[config.mk]
export PLATFORM = sky130hd
export DESIGN_NAME = mm_frame_rx
export DESIGN_NICKNAME = d
export VERILOG_FILES = /design/src/rtl/mm_rx_pkg.sv /design/src/rtl/mm_rx_sync.sv /design/src/rtl/mm_etu_timer.sv /design/src/rtl/mm_frame_ctrl.sv /design/src/rtl/mm_byte_asm.sv /design/src/rtl/mm_frame_rx.sv
export SDC_FILE = /design/constraint.sdc
export NUM_CORES = 1
export LEC_CHECK = 0
export ABC_AREA = 1
export ABC_CLOCK_PERIOD_IN_PS = 2700
export BUFFER_PORTS_ARGS = -buffer_cell sky130_fd_sc_hd__buf_4
export CAP_MARGIN = 20
export CORE_MARGIN = 2
export CORE_UTILIZATION = 50
export DETAILED_ROUTE_END_ITERATION = 10
export MAX_ROUTING_LAYER = met4
export PLACE_DENSITY = 0.72
export SLEW_MARGIN = 20
export SYNTH_ARGS = -nofsm -noshare
export SYNTH_HDL_FRONTEND = slang
export SYNTH_SLANG_ARGS = --single-unit
export TNS_END_PERCENT = 1
[constraint.sdc]
create_clock -name clk -period 2.7 [get_ports clk]
set_clock_uncertainty 0.05 [all_clocks]
set_input_delay 0.54 -clock clk [delete_from_list [all_inputs] [get_ports clk]]
set_output_delay 0.54 -clock clk [all_outputs]
set_load 0.1 [all_outputs]
[src/rtl/mm_rx_pkg.sv]
package mm_rx_pkg;
  localparam int BYTE_BITS = 8;
  localparam int CNT_W = $clog2(BYTE_BITS + 1);

  typedef enum logic [1:0] {
    PAT_Y   = 2'd0,
    PAT_X   = 2'd1,
    PAT_Z   = 2'd2,
    PAT_BAD = 2'd3
  } pat_t;

  // Pattern from the edge flags of the two half periods
  function automatic pat_t classify(input logic early, input logic late);
    case ({early, late})
      2'b10:   return PAT_X;
      2'b01:   return PAT_Z;
      2'b00:   return PAT_Y;
      default: return PAT_BAD;
    endcase
  endfunction

  // High when data plus parity bit hold an odd number of ones
  function automatic logic odd_ok(input logic [BYTE_BITS-1:0] d, input logic p);
    return (^d) ^ p;
  endfunction

  // Bits shift in from the top; bring n received bits down to bit 0
  function automatic logic [BYTE_BITS-1:0] right_align(input logic [BYTE_BITS-1:0] sr,
                                                       input logic [CNT_W-1:0] n);
    if (n == '0) return '0;
    return sr >> (BYTE_BITS - int'(n));
  endfunction
endpackage

[src/rtl/mm_rx_sync.sv]
module mm_rx_sync #(
  parameter int STAGES = 3
) (
  input  logic clk,
  input  logic rst_n,
  input  logic din,
  input  logic blank,
  output logic rise
);
  logic [STAGES-1:0] chain;
  logic              last_q;

  always_ff @(posedge clk or negedge rst_n) begin
    if (!rst_n) begin
      chain  <= '1;
      last_q <= 1'b1;
    end else if (blank) begin
      chain  <= '1;
      last_q <= 1'b1;
    end else begin
      chain  <= {chain[STAGES-2:0], din};
      last_q <= chain[STAGES-1];
    end
  end

  assign rise = chain[STAGES-1] & ~last_q;


  blank_no_edge_chk: assert property (@(posedge clk) disable iff (!rst_n)
    blank |=> !rise);
endmodule

[src/rtl/mm_etu_timer.sv]
module mm_etu_timer
  import mm_rx_pkg::*;
#(
  parameter int ETU_TICKS = 128
) (
  input  logic clk,
  input  logic rst_n,
  input  logic tick,
  input  logic active,
  input  logic start,
  input  logic rise,
  output logic etu_done,
  output pat_t etu_pat
);
  localparam int PH_W = $clog2(ETU_TICKS);
  localparam logic [PH_W-1:0] LAST_PH  = PH_W'(ETU_TICKS - 1);
  localparam logic [PH_W-1:0] HALF_PH  = PH_W'(ETU_TICKS / 2);
  localparam logic [PH_W-1:0] START_PH = PH_W'((3 * ETU_TICKS) / 4);

  logic [PH_W-1:0] phase;
  logic seen_early, seen_late;
  logic early_n, late_n, in_early, wrap;

  assign in_early = phase < HALF_PH;
  assign early_n  = seen_early | (rise & in_early);
  assign late_n   = seen_late | (rise & ~in_early);
  assign wrap     = tick && (phase == LAST_PH);

  always_ff @(posedge clk or negedge rst_n) begin
    if (!rst_n) begin
      phase      <= '0;
      seen_early <= 1'b0;
      seen_late  <= 1'b0;
      etu_done   <= 1'b0;
      etu_pat    <= PAT_Y;
    end else if (start) begin
      phase      <= START_PH;
      seen_early <= 1'b0;
      seen_late  <= 1'b1;
      etu_done   <= 1'b0;
    end else if (!active) begin
      seen_early <= 1'b0;
      seen_late  <= 1'b0;
      etu_done   <= 1'b0;
    end else if (wrap) begin
      phase      <= '0;
      etu_done   <= 1'b1;
      etu_pat    <= classify(early_n, late_n);
      seen_early <= 1'b0;
      seen_late  <= 1'b0;
    end else begin
      etu_done   <= 1'b0;
      if (tick) phase <= phase + 1'b1;
      seen_early <= early_n;
      seen_late  <= late_n;
    end
  end
endmodule

[src/rtl/mm_frame_ctrl.sv]
module mm_frame_ctrl
  import mm_rx_pkg::*;
(
  input  logic clk,
  input  logic rst_n,
  input  logic blank,
  input  logic rise,
  input  logic etu_done,
  input  pat_t etu_pat,
  output logic active,
  output logic start,
  output logic commit,
  output logic commit_bit,
  output logic end_ok,
  output logic end_err
);
  logic sof_etu, pend_v, pend_b;
  logic take, take_bit;

  assign start = ~active & rise & ~blank;

  // A decoded bit is held one period so an end marker can withdraw it
  always_comb begin
    take     = 1'b0;
    take_bit = 1'b0;
    if (etu_pat == PAT_X) begin
      take     = 1'b1;
      take_bit = 1'b1;
    end else if (etu_pat == PAT_Z) begin
      take = 1'b1;
    end else if (etu_pat == PAT_Y && pend_v && pend_b) begin
      take = 1'b1;
    end
  end

  always_ff @(posedge clk or negedge rst_n) begin
    if (!rst_n) begin
      active     <= 1'b0;
      sof_etu    <= 1'b0;
      pend_v     <= 1'b0;
      pend_b     <= 1'b0;
      commit     <= 1'b0;
      commit_bit <= 1'b0;
      end_ok     <= 1'b0;
      end_err    <= 1'b0;
    end else begin
      commit  <= 1'b0;
      end_ok  <= 1'b0;
      end_err <= 1'b0;
      if (blank) begin
        active <= 1'b0;
        pend_v <= 1'b0;
      end else if (start) begin
        active  <= 1'b1;
        sof_etu <= 1'b1;
        pend_v  <= 1'b0;
      end else if (active && etu_done) begin
        if (sof_etu) begin
          sof_etu <= 1'b0;
        end else if (etu_pat == PAT_BAD) begin
          end_err <= 1'b1;
          active  <= 1'b0;
          pend_v  <= 1'b0;
        end else if (take) begin
          if (pend_v) begin
            commit     <= 1'b1;
            commit_bit <= pend_b;
          end
          pend_v <= 1'b1;
          pend_b <= take_bit;
        end else begin
          end_ok <= 1'b1;
          active <= 1'b0;
          pend_v <= 1'b0;
        end
      end
    end
  end


  end_idle_chk: assert property (@(posedge clk) disable iff (!rst_n)
    end_ok |-> !active);
endmodule

[src/rtl/mm_byte_asm.sv]
module mm_byte_asm
  import mm_rx_pkg::*;
(
  input  logic                 clk,
  input  logic                 rst_n,
  input  logic                 sof,
  input  logic                 commit,
  input  logic                 commit_bit,
  input  logic                 end_ok,
  input  logic                 end_err,
  output logic [BYTE_BITS-1:0] byte_data,
  output logic                 byte_valid,
  output logic [CNT_W-1:0]     bit_count,
  output logic                 frame_done,
  output logic                 parity_err,
  output logic                 code_err
);
  localparam logic [CNT_W-1:0] FULL = CNT_W'(BYTE_BITS);

  logic [BYTE_BITS-1:0] sr;
  logic [CNT_W-1:0]     slot;

  always_ff @(posedge clk or negedge rst_n) begin
    if (!rst_n) begin
      sr         <= '0;
      slot       <= '0;
      byte_data  <= '0;
      byte_valid <= 1'b0;
      bit_count  <= '0;
      frame_done <= 1'b0;
      parity_err <= 1'b0;
      code_err   <= 1'b0;
    end else begin
      byte_valid <= 1'b0;
      frame_done <= 1'b0;
      if (sof) begin
        sr         <= '0;
        slot       <= '0;
        parity_err <= 1'b0;
        code_err   <= 1'b0;
      end else if (commit) begin
        if (slot == FULL) begin
          byte_data  <= sr;
          byte_valid <= 1'b1;
          slot       <= '0;
          if (!odd_ok(sr, commit_bit)) parity_err <= 1'b1;
        end else begin
          sr   <= {commit_bit, sr[BYTE_BITS-1:1]};
          slot <= slot + 1'b1;
        end
      end else if (end_ok) begin
        frame_done <= 1'b1;
        bit_count  <= slot;
        slot       <= '0;
        if (slot != '0) begin
          byte_valid <= 1'b1;
          byte_data  <= right_align(sr, slot);
        end
      end else if (end_err) begin
        frame_done <= 1'b1;
        bit_count  <= '0;
        code_err   <= 1'b1;
        slot       <= '0;
      end
    end
  end


  parity_sticky_chk: assert property (@(posedge clk) disable iff (!rst_n)
    (parity_err && !sof) |=> parity_err);

  count_range_chk: assert property (@(posedge clk) disable iff (!rst_n)
    frame_done |-> (bit_count <= FULL));

  err_done_chk: assert property (@(posedge clk) disable iff (!rst_n)
    $rose(code_err) |-> (frame_done && bit_count == '0));
endmodule

[src/rtl/mm_frame_rx.sv]
module mm_frame_rx
  import mm_rx_pkg::*;
#(
  parameter int ETU_TICKS   = 128,
  parameter int SYNC_STAGES = 3
) (
  input  logic       clk,
  input  logic       rst_n,
  input  logic       carrier_tick,
  input  logic       rx_in,
  input  logic       rx_blank,
  output logic [7:0] byte_data,
  output logic       byte_valid,
  output logic [3:0] bit_count,
  output logic       frame_done,
  output logic       parity_err,
  output logic       code_err
);
  logic rise, active, start, etu_done;
  logic commit, commit_bit, end_ok, end_err;
  pat_t etu_pat;

  mm_rx_sync #(.STAGES(SYNC_STAGES)) u_sync (
    .clk(clk), .rst_n(rst_n), .din(rx_in), .blank(rx_blank), .rise(rise)
  );

  mm_etu_timer #(.ETU_TICKS(ETU_TICKS)) u_timer (
    .clk(clk), .rst_n(rst_n), .tick(carrier_tick), .active(active),
    .start(start), .rise(rise), .etu_done(etu_done), .etu_pat(etu_pat)
  );

  mm_frame_ctrl u_ctrl (
    .clk(clk), .rst_n(rst_n), .blank(rx_blank), .rise(rise),
    .etu_done(etu_done), .etu_pat(etu_pat), .active(active), .start(start),
    .commit(commit), .commit_bit(commit_bit), .end_ok(end_ok), .end_err(end_err)
  );

  mm_byte_asm u_asm (
    .clk(clk), .rst_n(rst_n), .sof(start), .commit(commit),
    .commit_bit(commit_bit), .end_ok(end_ok), .end_err(end_err),
    .byte_data(byte_data), .byte_valid(byte_valid), .bit_count(bit_count),
    .frame_done(frame_done), .parity_err(parity_err), .code_err(code_err)
  );
endmodule

==> metrics.md <==
| Metric | Value |
|---|---|
| Row cnt | 27 |
| Port bufs | 20 |
| Measured slew at the worst slew-check pin | 0.632 ns |
| Routed Antenna Nets | 0 |
| Multi-input combinational cell area | 1230 sq um |
| Max cap viols | 0 |
| CP peak stage delay | 0.58 ns |
| Die area | 6200 sq um |
| Setup TNS Final | 0 ns |
| DRC | 0 |
| Final Hold Vio Count | 0 |
| PwrDens | 453 nW/um^2 |
| Post-DP HPWL | 4.06 mm |
| Netlist cell types | 36 |
| Crit path DAT | 2.17 ns |
| Clk sink count | 52 |
| Pre-CTS WS | 0.735 ns |
| Sequential share of the synthesized area | 46.8% |
| Max Freq | 505 MHz |
| Area Overhead vs Synth | 9.36% |
| Antenna violations before repair | 0 |
| Clock slew at reported path FFs | 0.09 ns |
| FF-to-FF setup slack | 0.72 ns |
| First-pass GRT wire length | 9.91 mm |
| Synth Instances | 352 |
| Min cycle time layout | 1.98 ns |
| Synth Register Bits | 52 |
| Postcts setup bufs | 0 |
| Mapped Area | 2790 sq um |
| Reg-to-Reg Start | u_asm.slot[0]$_DFFE_PN0P_ |
| CP endpoint kind | flop |
| Nets | 379 |
| GRT overflow | 0 |
| # IOs | 21 |
| CTS buffer count | 5 |
| Longest Clk Path Bufs | 2 |
| GRT Util Overall | 20.6% |
| Die height | 78.8 um |
| Worst path slowest cell | dfrtp_1 |
| H-Tree Depth | 2 |
| Clk_lat worst skew | 0.31 ns |
| Reg2Reg Depth | 9 |
| Initial Util | 51.4% |
| Leakage | 0.00160 uW |
| Status | completed |
| Mapped Avg Cell Area | 7.94 sq um |
| Reg area | 1310 sq um |
| Post-CTS Resized | 0 |
| Layout cells sized above 1 | 16.4% |
| Synth Net Count | 360 |
| ANT cells | 0 |
| Slew Limit Fails | 0 |
| CTS tree | built |
| Worst R2R End | u_asm.byte_data[0]$_DFFE_PN0P_ |
| Filler instances | 506 |
| Initial DRC count | 174 |
| WP data required | 2.89 ns |
| Critical Path Start Type | flop |
| Slew HR | 57.9% |
| RePlAce Congestion | 0.873 |
| Core area | 5440 sq um |
| Vias | 2301 |
| Wire per inst | 12.4 um |
| Hold Buf Count CTS | 0 |
| Post-route clock period utilization | 73.3% |
| Setup WS post-layout | 0.721 ns |
| Endpoints failing setup | 0 |
| Peak supply drop | 0.000396 V |
| Min-delay worst type | in -> async |
| YS warnings | 0 |
| Pre-antenna DRT Iters | 4 |
| Root Buffer | clkbuf_8 |
| Crit path cell chain | inv_1, ha_1, inv_1, nand3_1, nand2_1, a21oi_1, nor2_1, nand2_1, a21oi_2 |
| Die Width | 78.8 um |
| RSZ-0062 raised after global routing | false |
| CP Class | reg -> reg |
| Vias in the first global route | 2191 |
| Worst-path maximum fanout | 11 |
| Largest net degree at the start of global routing | 53 |
| Detailed-route wire length | 5.51 mm |
| Vias per inst | 5.18 |
worst max-delay path, delay by kind of cell, from the launching register on:
family | cells | cell delay (ns)
compound gates | 2 | 0.14
fa+ha+maj | 1 | 0.42
buf+inv | 2 | 0.40
flops | 1 | 0.58
simple gates | 4 | 0.33
cell type report:
| class | count | share of cell area, % |
|---|---|---|
| Sequential cell | 52 | 42.8 |
| Multi-Input combinational cell | 244 | 40.4 |
| Inverter | 47 | 5.86 |
| Timing Repair Buffer | 21 | 5.16 |
| Tap cell | 72 | 2.95 |
| Clock buffer | 6 | 2.38 |
| Clock inverter | 2 | 0.532 |
logic make-up after synthesis:
logic type / count (synthesis) / share of synthesized area (%)
AOI/OAI and AO/OA: 64 / 12.6
xor gates and xnor gates: 4 / 1.52
adders and majority gates: 3 / 1.34
buffers and inverters: 56 / 9.09
DFF: 52 / 46.8
and+or+nand+nor: 173 / 28.7
metal layers:
| layer | routed length (um) | GRT usage [%] | part of all wire, % |
|---|---|---|---|
| met5 | 0 | - | 0 |
| met4 | 77 | 8.07 | 1.4 |
| met3 | 317 | 3.98 | 5.7 |
| met2 | 2480 | 30.9 | 45 |
| met1 | 2640 | 27.7 | 48 |
layout by cell type (no fill, tap or decap), drive strengths merged:
master	netlist	final
a2111oi	1	1
a21oi	23	23
a22oi	1	1
buf	6	21
clkbuf	3	6
clkinv	0	1
clkinvlp	0	1
dfrtp	48	48
dfstp	4	4
ha	3	3
inv	47	47
nand2	88	88
nand3	41	41
nand4	5	5
nor2	32	32
nor4	2	2
o211ai	1	1
o21ai	31	31
o22ai	7	7
or2	5	5
xnor2	2	2
xor2	2	2
stage by stage:
step	instance area, sq um	total power, uW	hold slack, ns	instances	utilization [%]
after global placement	2970	960	0.413	436	54.5
after global routing	3060	1460	0.231	444	56.2
final	3060	1380	0.194	444	56.2
after CTS	3060	1410	0.215	444	56.2
after floorplan	2790	921	0.194	352	-
after detailed placement	2970	964	0.421	436	54.5
power by group:
| part | leakage [uW] | switching, uW | internal (uW) |
|---|---|---|---|
| sequential | 0.000676 | 21.7 | 810 |
| clock | 0.0000414 | 253 | 185 |
| combinational | 0.000886 | 81.1 | 33.7 |
| total | 0.00160 | 356 | 1030 |
worst max path at each step:
stage | from | to | slack, ns | depth (start not counted)
3_3_place_gp | u_asm.slot[0]$_DFFE_PN0P_ | u_asm.byte_data[0]$_DFFE_PN0P_ | 0.77 | 9
4_1_cts | u_asm.slot[0]$_DFFE_PN0P_ | u_asm.byte_data[0]$_DFFE_PN0P_ | 0.72 | 9
3_5_place_dp | u_asm.slot[0]$_DFFE_PN0P_ | u_asm.byte_data[0]$_DFFE_PN0P_ | 0.74 | 9
5_1_grt | u_asm.slot[0]$_DFFE_PN0P_ | u_asm.byte_data[3]$_DFFE_PN0P_ | 0.49 | 10
6_report | u_asm.slot[0]$_DFFE_PN0P_ | u_asm.byte_data[0]$_DFFE_PN0P_ | 0.72 | 9
2_1_floorplan | u_asm.slot[0]$_DFFE_PN0P_ | u_asm.byte_data[1]$_DFFE_PN0P_ | 0.77 | 13
Yosys cell counts (all sizes together):
cell     number  area (sq um)
a2111oi       1          8.76
a21oi        23           126
a22oi         1          7.51
buf           6          52.6
clkbuf        3          22.5
dfrtp        48          1200
dfstp         4           105
ha            3          37.5
inv          47           179
nand2        88           360
nand3        41           233
nand4         5          31.3
nor2         32           133
nor4          2          12.5
o211ai        1          7.51
o21ai        31           159
o22ai         7          43.8
or2           5          31.3
xnor2         2          17.5
xor2          2          25.0
sequential cells by signal (all words and copies together) (netlist names), 2 cells and up:
name and flops:
u_asm.slot 4, u_asm.byte_data 8, u_asm.sr 8, u_sync.chain 3, u_timer.etu_pat 2, u_timer.phase 7, u_asm.bit_count 4
(Power assumes the default switching activity.)
